===== config.mk =====
export PLATFORM = sky130hd
export DESIGN_NAME = kbc_mailbox
export DESIGN_NICKNAME = d
export VERILOG_FILES = /design/src/rtl/kbc_pkg.sv /design/src/rtl/kbc_flag.sv /design/src/rtl/kbc_host_if.sv /design/src/rtl/kbc_slave_if.sv /design/src/rtl/kbc_status.sv /design/src/rtl/kbc_mailbox.sv
export SDC_FILE = /design/constraint.sdc
export NUM_CORES = 1
export LEC_CHECK = 0
export ABC_AREA = 1
export BUFFER_PORTS_ARGS = -buffer_cell sky130_fd_sc_hd__buf_2
export CAP_MARGIN = 5
export CORE_ASPECT_RATIO = 0.75
export CORE_MARGIN = 2
export CORE_UTILIZATION = 43
export DETAILED_ROUTE_END_ITERATION = 6
export HOLD_SLACK_MARGIN = 0.15
export PLACE_DENSITY_LB_ADDON = 0.3
export SLEW_MARGIN = 20
export SYNTH_ARGS = -nofsm -noshare
export SYNTH_HDL_FRONTEND = slang
export SYNTH_SLANG_ARGS = --single-unit

===== constraint.sdc =====
create_clock -name clk -period 0.8 [get_ports clk]
set_input_delay 0.04 -clock clk [delete_from_list [all_inputs] [get_ports clk]]
set_output_delay 0.04 -clock clk [all_outputs]
set_load 0.1 [all_outputs]

===== src/rtl/kbc_pkg.sv =====
// Shared constants for the host/slave mailbox.
// Assumes a byte-wide data path and a fixed status bit layout.
package kbc_pkg;
    localparam int DATA_W   = 8;
    localparam int SADDR_W  = 2;
    // Status bit positions (fixed: both sides decode them)
    localparam int ST_OBF   = 0;
    localparam int ST_IBF   = 1;
    localparam int ST_USR0  = 2;
    localparam int ST_CMD   = 3;
    localparam int ST_USRHI = 4;
    localparam int CTL_IEN  = 0;

    typedef enum logic [SADDR_W-1:0] {
        SA_IN   = 2'd0,
        SA_OUT  = 2'd1,
        SA_STAT = 2'd2,
        SA_CTRL = 2'd3
    } slv_reg_e;
endpackage


===== src/rtl/kbc_flag.sv =====
// Single handshake flag with a set input and a clear input.
// Assumes set has priority when both are asserted in one cycle.
module kbc_flag (
    input  logic clk,
    input  logic rst_n,
    input  logic set_i,
    input  logic clr_i,
    output logic q_o
);
    // Flag update: set beats clear, otherwise hold
    always_ff @(posedge clk) begin
        if (!rst_n)     q_o <= 1'b0;
        else if (set_i) q_o <= 1'b1;
        else if (clr_i) q_o <= 1'b0;
    end
endmodule


===== src/rtl/kbc_host_if.sv =====
// Host side decode: turns strobes into load/clear events and muxes read data.
// Assumes read data is combinational from the addressed register.
module kbc_host_if
    import kbc_pkg::*;
(
    input  logic              cs_i,
    input  logic              wr_i,
    input  logic              rd_i,
    input  logic              addr_i,
    input  logic [DATA_W-1:0] out_reg_i,
    input  logic [7:0]        stat_i,
    output logic              load_in_o,
    output logic              take_out_o,
    output logic [DATA_W-1:0] rdata_o
);
    // Event decode: any write loads inbound, read at 0 drains outbound
    always_comb begin
        load_in_o  = cs_i && wr_i;
        take_out_o = cs_i && rd_i && !addr_i;
    end

    // Read mux: outbound data at 0, status at 1
    always_comb begin
        rdata_o = addr_i ? stat_i : out_reg_i;
    end
endmodule


===== src/rtl/kbc_slave_if.sv =====
// Slave side decode for the four slave registers and read mux.
// Assumes one access per cycle; writes to the inbound address are ignored.
module kbc_slave_if
    import kbc_pkg::*;
(
    input  logic               cs_i,
    input  logic               wr_i,
    input  logic               rd_i,
    input  logic [SADDR_W-1:0] addr_i,
    input  logic [DATA_W-1:0]  in_reg_i,
    input  logic [DATA_W-1:0]  out_reg_i,
    input  logic [7:0]         stat_i,
    input  logic               ien_i,
    output logic               take_in_o,
    output logic               load_out_o,
    output logic               wr_stat_o,
    output logic               wr_ctrl_o,
    output logic [DATA_W-1:0]  rdata_o
);
    slv_reg_e sel;

    // Address decode into per-register events
    always_comb begin
        sel        = slv_reg_e'(addr_i);
        take_in_o  = cs_i && rd_i && (sel == SA_IN);
        load_out_o = cs_i && wr_i && (sel == SA_OUT);
        wr_stat_o  = cs_i && wr_i && (sel == SA_STAT);
        wr_ctrl_o  = cs_i && wr_i && (sel == SA_CTRL);
    end

    // Read mux over the four slave registers
    always_comb begin
        unique case (sel)
            SA_IN:   rdata_o = in_reg_i;
            SA_OUT:  rdata_o = out_reg_i;
            SA_STAT: rdata_o = stat_i;
            default: begin
                rdata_o          = '0;
                rdata_o[CTL_IEN] = ien_i;
            end
        endcase
    end
endmodule


===== src/rtl/kbc_status.sv =====
// Status register: two handshake flags, the command/data marker and the
// slave-owned general-purpose bits. Assumes event inputs are one-cycle pulses.
module kbc_status
    import kbc_pkg::*;
(
    input  logic              clk,
    input  logic              rst_n,
    input  logic              host_load_i,
    input  logic              host_cmd_i,
    input  logic              host_take_i,
    input  logic              slv_take_i,
    input  logic              slv_load_i,
    input  logic              slv_wr_stat_i,
    input  logic [DATA_W-1:0] slv_wdata_i,
    output logic [7:0]        stat_o
);
    localparam int USR_HI_W = 8 - ST_USRHI;

    logic                ibf, obf, cmd_q, usr0_q;
    logic [USR_HI_W-1:0] usr_hi_q;
    logic                obf_clr;

    // Outbound clear sources: host drain or slave writing 0 to bit 0
    always_comb begin
        obf_clr = host_take_i || (slv_wr_stat_i && !slv_wdata_i[ST_OBF]);
    end

    kbc_flag u_ibf (.clk(clk), .rst_n(rst_n), .set_i(host_load_i),
                    .clr_i(slv_take_i), .q_o(ibf));
    kbc_flag u_obf (.clk(clk), .rst_n(rst_n), .set_i(slv_load_i),
                    .clr_i(obf_clr), .q_o(obf));

    // Command/data marker captured on each host write
    always_ff @(posedge clk) begin
        if (!rst_n)           cmd_q <= 1'b0;
        else if (host_load_i) cmd_q <= host_cmd_i;
    end

    // General-purpose bits owned by the slave
    always_ff @(posedge clk) begin
        if (!rst_n) begin
            usr0_q   <= 1'b0;
            usr_hi_q <= '0;
        end else if (slv_wr_stat_i) begin
            usr0_q   <= slv_wdata_i[ST_USR0];
            usr_hi_q <= slv_wdata_i[7:ST_USRHI];
        end
    end

    // Assemble the status byte
    always_comb begin
        stat_o              = '0;
        stat_o[ST_OBF]      = obf;
        stat_o[ST_IBF]      = ibf;
        stat_o[ST_USR0]     = usr0_q;
        stat_o[ST_CMD]      = cmd_q;
        stat_o[7:ST_USRHI]  = usr_hi_q;
    end
endmodule


===== src/rtl/kbc_mailbox.sv =====
// Top of the host/slave byte mailbox: data registers, enable and interrupt.
// Assumes both buses are synchronous to clk and strobes are sampled per edge.
module kbc_mailbox
    import kbc_pkg::*;
(
    input  logic               clk,
    input  logic               rst_n,
    input  logic               host_cs,
    input  logic               host_wr,
    input  logic               host_rd,
    input  logic               host_addr,
    input  logic [DATA_W-1:0]  host_wdata,
    output logic [DATA_W-1:0]  host_rdata,
    input  logic               slv_cs,
    input  logic               slv_wr,
    input  logic               slv_rd,
    input  logic [SADDR_W-1:0] slv_addr,
    input  logic [DATA_W-1:0]  slv_wdata,
    output logic [DATA_W-1:0]  slv_rdata,
    output logic               slv_irq
);
    logic [DATA_W-1:0] in_q, out_q;
    logic [7:0]        stat_q;
    logic              ien_q;
    logic              h_load, h_take, s_take, s_load, s_wstat, s_wctrl;

    kbc_host_if u_host (
        .cs_i(host_cs), .wr_i(host_wr), .rd_i(host_rd), .addr_i(host_addr),
        .out_reg_i(out_q), .stat_i(stat_q),
        .load_in_o(h_load), .take_out_o(h_take), .rdata_o(host_rdata)
    );

    kbc_slave_if u_slave (
        .cs_i(slv_cs), .wr_i(slv_wr), .rd_i(slv_rd), .addr_i(slv_addr),
        .in_reg_i(in_q), .out_reg_i(out_q), .stat_i(stat_q), .ien_i(ien_q),
        .take_in_o(s_take), .load_out_o(s_load), .wr_stat_o(s_wstat),
        .wr_ctrl_o(s_wctrl), .rdata_o(slv_rdata)
    );

    kbc_status u_stat (
        .clk(clk), .rst_n(rst_n),
        .host_load_i(h_load), .host_cmd_i(host_addr), .host_take_i(h_take),
        .slv_take_i(s_take), .slv_load_i(s_load), .slv_wr_stat_i(s_wstat),
        .slv_wdata_i(slv_wdata), .stat_o(stat_q)
    );

    // Inbound data register, loaded by the host
    always_ff @(posedge clk) begin
        if (!rst_n)      in_q <= '0;
        else if (h_load) in_q <= host_wdata;
    end

    // Outbound data register, loaded by the slave
    always_ff @(posedge clk) begin
        if (!rst_n)      out_q <= '0;
        else if (s_load) out_q <= slv_wdata;
    end

    // Interrupt enable held in the slave control register
    always_ff @(posedge clk) begin
        if (!rst_n)       ien_q <= 1'b0;
        else if (s_wctrl) ien_q <= slv_wdata[CTL_IEN];
    end

    // Level interrupt from inbound-full gated by enable
    always_comb begin
        slv_irq = stat_q[ST_IBF] && ien_q;
    end
endmodule


==> flow_summary_export.csv, run 1 <==
group,metric,value,unit
run_status,status,"finished with violations",
run_status,violations,"negative setup slack",
grt,grt_pass1_wl,6182,um
cells_and_area,syn_to_final_growth,79.75,%
hold_path,hp-start,"rst_n",
sta,finalHoldViolations,0,
grt,grt_antenna_before_repair,0,
synthesis,synthXorXnorAreaFrac,0,%
grt,grt_pass1_vias,1348,
sta,final.setup.worst_slack,-465.9,ps
clock_network,clkTransAtPathRegs,90,ps
clock_network,cts.sinks,25,
worst_setup_path,r2r_cells,3,
synthesis,yosys.area_share.adder,0,%
route,drtIter0Drc,57,
worst_setup_path,worst-setup-path-type,"reg2out",
synthesis,ys_types,21,
route,drc,0,
worst_setup_path,max_stage_delay,350,ps
power,peakVddDrop,0.001216,V
clock_network,clk_latency,280,ps
route,wl_per_cell,14.74,um
hold_path,whs_path_depth,4,
die,core,2663,sq um
placement,port_buffers,43,
worst_setup_path,rrSetupSlack,30,ps
job,drv_cap,0,
die,dieArea,3293,sq um
synthesis,syn_area_per_cell,6.913,sq um
clock_network,cts_buffers,3,
synthesis,syn-cell-area,1224,sq um
placement,dp_slack,-211.5,ps
synthesis,synth_warnings,0,
cells_and_area,drive_gt1_share,45.56,%
cells_and_area,n_antenna_cell,0,
cells_and_area,fin_cells,284,
worst_setup_path,worst_r2r_endpoint,"u_stat.usr0_q$_SDFFE_PN0P_",
grt,grt_overflow_total,0,
cells_and_area,final_area,2200,sq um
worst_setup_path,cp_data_required_time,760,ps
grt,grt_max_degree,25,
route,totalWireLength,4185,um
sta,fmax,0.7899,GHz
sta,fin_crit_sh,158.2,%
synthesis,synth_simple_gate_area_share,32.21,%
placement,place_area,1846,sq um
sta,relSlewSlack,74.55,%
synthesis,synthMuxAreaShare,0,%
power,p_total,3.153,mW
die,die_x,65.60,um
worst_setup_path,critPathSlowestCell,"dfxtp_2",
clock_network,clockBufferDepth,2,
placement,globalplace.congestion,0.7670,
worst_setup_path,crit_chain,"inv_2 -> o211ai_1 -> buf_12",
worst_setup_path,start_kind,"register",
synthesis,seq_area_frac_synth,40.90,%
cells_and_area,fin_nets,276,
synthesis,synth_compound_area_share,18.51,%
worst_setup_path,worstPathArrival,1230,ps
worst_setup_path,endpoint_kind,"primary output",
die,initial_core_util,45.96,%
sta,worst_pin_slew,381.8,ps
die,dieHeight,50.20,um
worst_setup_path,worst-path-max-fanout,2,
cells_and_area,fillers,151,
clock_network,root_buffer,"clkbuf_8",
clock_network,htreeDepth,1,
sta,setup_violations,18,
sta,period_needed,1266,ps
route,ant_nets,0,
sta,drv_slew,0,
worst_setup_path,r2r_start,"u_stat.usr0_q$_SDFFE_PN0P_",
hold_path,hp-class,"in2reg",
die,rows,16,
synthesis,syn_inst,177,
clock_network,cts_tree,"done",
hold_path,holdPathEnd,"u_stat.usr_hi_q[3]$_SDFFE_PN0P_",
power,powerDensity,1433,nW/um^2
synthesis,synth_seq_cells,25,
placement,dp_hpwl,2334,um
route,vias_per_cell,5.046,
synthesis,syn_nets,204,
synthesis,synth_top_family_by_area,"simple AND/OR/NAND/NOR gates",
sta,fin_hold_ws,163.8,ps
placement,placedCellCount,259,
sta,fin_skew,0,ps
die,io_pins,44,
route,dr_total_vias,1433,
sta,rsz0062_at_grt,"true",
power,leakage,0.9443,nW
route,dr.pass1.iters,4,
grt,grtUsageTotal,24.56,%
==> stage by stage <==
stage                     util, %  setup TNS, ps
after CTS                   79.93          -5268
after global routing        82.61          -6365
after detailed placement    69.31          -3630
after floorplan                 -         -14500
after global placement      69.31          -3189
final                       82.61          -5660
==> worst max-delay path, delay by kind of cell, from the launching register on <==
kind | cells | cell delay [ps]
DFF | 1 | 350
AOI/OAI and AO/OA | 1 | 310
buffers and inverters | 2 | 280
==> sequential cells by signal (all words and copies together), names as in the netlist <==
signal / flops
u_stat.u_obf.q_o: 1
u_stat.u_ibf.q_o: 1
u_stat.usr0_q: 1
u_stat.usr_hi_q: 4
ien_q: 1
u_stat.cmd_q: 1
in_q: 8
out_q: 8
==> cell type report <==
cell class,count,area [sq um],share of cell area [%]
Timing Repair Buffer,73,778.2,35.38
Tap cell,36,45.04,2.048
Multi-Input combinational cell,129,729.5,33.16
Clock buffer,4,45.04,2.048
Inverter,17,77.57,3.527
Sequential cell,25,524.3,23.83
==> what timing repair did <==
| action | CTS | global route |
|---|---|---|
| pin swaps | 2 | 3 |
| hold buffers | 17 | 1 |
| resized for setup | 17 | 14 |
| hold endpoints to repair | 23 | 2 |
| setup endpoints to repair | 17 | 20 |
| buffers inserted | 1 | 3 |
==> logic make-up (layout without fill, tap and decap cells) <==
logic type      count (synthesis)  in the layout
simple gates                   88             88
compound gates                 41             41
flops                          25             25
buf+inv                        23             94
==> layer usage <==
layer	track usage [%]	share of wire, %	routed length, um
met5	0	0	0
met1	31.08	42	1741
met2	42.18	50	2081
met3	5.381	5.5	231
met4	6.944	3.1	131
==> where the power goes <==
| group | internal (mW) | total, mW | switching (mW) |
|---|---|---|---|
| clock network | 0.358 | 0.791 | 0.433 |
| registers | 1.31 | 1.35 | 0.0443 |
| logic | 0.395 | 1.01 | 0.614 |
==> layout by cell type (no fill, tap or decap), types with 5 or more instances in the layout <==
cell type,instances
o21ai_0,5
buf_12,18
o21ai_4,5
dfxtp_2,16
inv_2,11
dfxtp_1,8
o211ai_1,7
nand2_1,27
nor2_1,43
o21ai_1,18
buf_4,9
buf_2,25
dlygate4sd3_1,17
nor2_2,6
==> synthesized netlist by cell type <==
master    count  share of area (%)
nor2_1       45                 14
nand2_1      31                9.5
dfxtp_1      25                 41
o21ai_1      18                7.4
o21ai_0      12                4.9
inv_1        11                3.4
o211ai_1      7                4.3
nor2_2        4                2.0
a21oi_1       3                1.2
clkbuf_1      3               0.92
inv_2         3               0.92
nand3_1       3                1.2
buf_2         2               0.82
nand2_4       2                1.8
nor2_8        2                3.3
a21oi_2       1               0.72
buf_4         1               0.61
clkinv_1      1               0.31
clkinv_4      1               0.72
inv_6         1               0.72
nand4_1       1               0.51
==> how the worst max path moves through the flow <==
| stage | cells after the start | startpoint | slack (ps) | endpoint |
|---|---|---|---|---|
| floorplan | 2 | out_q[1]$_SDFFE_PN0P_ | -1040 | slv_rdata[1] |
| global placement | 5 | slv_addr[1] | -190 | slv_rdata[4] |
| detailed placement | 5 | slv_addr[1] | -210 | slv_rdata[4] |
| CTS | 3 | out_q[4]$_SDFFE_PN0P_ | -390 | slv_rdata[4] |
| global route | 3 | out_q[2]$_SDFFE_PN0P_ | -560 | slv_rdata[2] |
| finish | 3 | out_q[2]$_SDFFE_PN0P_ | -470 | slv_rdata[2] |
No activity file was read; power rests on OpenSTA's default activity.
==> run 2: changes to the inputs <==
Settings changed: CELL_PAD_IN_SITES_DETAIL_PLACEMENT set to 1, CELL_PAD_IN_SITES_GLOBAL_PLACEMENT set to 2, CORE_UTILIZATION 43 to 23.
==> run 2 against run 1 <==
  * The run still ends with negative setup slack left
  * Utilization is 38 points lower
  * Sequential cell count stayed put
  * Non-clock buffer count is 3 lower
  * Final cell count up 12%
  * First-iteration DRC count shrank 61%
  * Critical path depth stayed put
  * Worst setup slack better by 30 ps
  * Sequential share of layout area decreased by 0.070 points
  * Hold slack worse by 2.6 ps
  * Maximum frequency increased by 2.5%
  * Critical endpoint is now slv_rdata[6]
==> flow_summary_export.csv, run 2 (synthesis results as in run 1) <==
group,metric,value,unit
run_status,status,"finished with violations",
run_status,violations,"negative setup slack",
sta,drv_slew,0,
die,core,5010,sq um
worst_setup_path,rrSetupSlack,80,ps
cells_and_area,fin_nets,273,
sta,fmax,0.8093,GHz
grt,grt_pass1_vias,1475,
cells_and_area,syn_to_final_growth,82.00,%
route,wl_per_cell,13.43,um
placement,place_area,1883,sq um
sta,fin_skew,0,ps
route,totalWireLength,4258,um
clock_network,cts_buffers,3,
sta,fin_crit_sh,154.5,%
cells_and_area,n_antenna_cell,0,
die,dieArea,5926,sq um
route,vias_per_cell,4.391,
hold_path,hp-start,"slv_cs",
clock_network,root_buffer,"clkbuf_8",
cells_and_area,post-route-util,44.46,%
worst_setup_path,worstPathArrival,1200,ps
die,dieHeight,67.17,um
worst_setup_path,worst-path-max-fanout,2,
power,peakVddDrop,0.001029,V
hold_path,whs_path_depth,5,
hold_path,holdPathEnd,"u_stat.u_ibf.q_o$_SDFFE_PN0P_",
cells_and_area,drive_gt1_share,45.71,%
die,die_x,88.23,um
sta,setup_violations,18,
route,ant_nets,0,
die,initial_core_util,24.43,%
clock_network,htreeDepth,1,
placement,globalplace.congestion,0.7240,
cells_and_area,final_area,2227,sq um
worst_setup_path,r2r_start,"u_stat.u_obf.q_o$_SDFFE_PN0P_",
cells_and_area,fillers,623,
grt,grt_max_degree,25,
grt,grt_antenna_before_repair,0,
clock_network,cts_tree,"done",
clock_network,cts.sinks,25,
sta,period_needed,1236,ps
sta,finalHoldViolations,0,
route,dr_total_vias,1392,
worst_setup_path,start_kind,"register",
clock_network,clkTransAtPathRegs,90,ps
sta,rsz0062_at_grt,"true",
cells_and_area,top_regs,"in_q (8), out_q (8), u_stat.usr_hi_q (4)",
grt,grtUsageTotal,15.73,%
route,dr.pass1.iters,4,
cells_and_area,layout_common_cells,"44 x nor2_1, 25 x nand2_1, 25 x buf_2, 20 x o21ai_1, 19 x buf_12",
worst_setup_path,cp_data_required_time,760,ps
worst_setup_path,worst_r2r_endpoint,"u_stat.u_obf.q_o$_SDFFE_PN0P_",
die,io_pins,44,
sta,relSlewSlack,74.23,%
placement,dp_hpwl,2958,um
die,rows,22,
grt,grt_overflow_total,0,
sta,worst_pin_slew,386.6,ps
worst_setup_path,endpoint_kind,"primary output",
route,drtIter0Drc,22,
worst_setup_path,worst-setup-path-type,"reg2out",
power,leakage,0.9278,nW
clock_network,clockBufferDepth,2,
power,powerDensity,1396,nW/um^2
job,drv_cap,0,
grt,grt_pass1_wl,7134,um
hold_path,hp-class,"in2reg",
placement,port_buffers,43,
cells_and_area,layout_commonest_cell,"nor2_1",
worst_setup_path,r2r_cells,4,
route,drc,0,
clock_network,clk_latency,260,ps
sta,final.setup.worst_slack,-435.6,ps
-- run 2: cell types whose count changed in the layout (fill, tap and decap cells not counted), sizes merged --
cell    previous run  this run
clkbuf             6         5
buf               54        52
-- run 2: per-stage QoR --
step,TNS (ps),instances,hold WS (ps),total power [mW],setup WS (ps)
after floorplan,-14500,177,168.1,1.907,-1043
after global placement,-3997,294,270.9,2.257,-234.6
after detailed placement,-4296,294,281.4,2.261,-233.7
after CTS,-5712,316,159.5,3.132,-418.3
after global routing,-6127,317,192.4,3.260,-478.6
final,-5390,317,161.2,3.109,-435.6
-- run 2: timing repair --
action,in CTS,in global routing
setup buffers,1,1
resized for setup,17,18
hold endpoints to repair,23,2
setup endpoints to repair,17,22
hold buffers,17,1
gates cloned,0,0
pin swaps,3,1
-- run 2: final cells by class --
cell class | count | area [sq um] | area share, %
Clock buffer | 4 | 45.04 | 2.022
Inverter | 17 | 77.57 | 3.483
Multi-Input combinational cell | 129 | 742.0 | 33.31
Sequential cell | 25 | 529.3 | 23.76
Tap cell | 72 | 90.09 | 4.045
Timing Repair Buffer | 70 | 743.2 | 33.37
-- run 2: critical path, cell delays in order, from the launching register on --
cell and delay (ps):
dfxtp_2 350, inv_2 50, o211ai_1 300, buf_12 220
-- run 2: worst max path at each step --
stage,start,to
finish,out_q[6]$_SDFFE_PN0P_,slv_rdata[6]
global route,out_q[5]$_SDFFE_PN0P_,slv_rdata[5]
CTS,out_q[5]$_SDFFE_PN0P_,slv_rdata[5]
detailed placement,slv_addr[1],slv_rdata[2]
global placement,slv_addr[1],slv_rdata[2]
floorplan,out_q[1]$_SDFFE_PN0P_,slv_rdata[1]
-- run 2: report_power, final --
group / internal (mW) / switching [mW] / total [mW]
clock: 0.356 / 0.414 / 0.770
combinational: 0.386 / 0.603 / 0.988
sequential: 1.30 / 0.0474 / 1.35
total: 2.05 / 1.06 / 3.11
-- run 2: metal layers --
metal	routed length, um	track usage (%)	up-vias
met5	0	0	-
met4	18	2.652	0
met3	136	2.934	2
met2	2079	27.54	24
met1	2023	20.61	658
li1	-	-	708
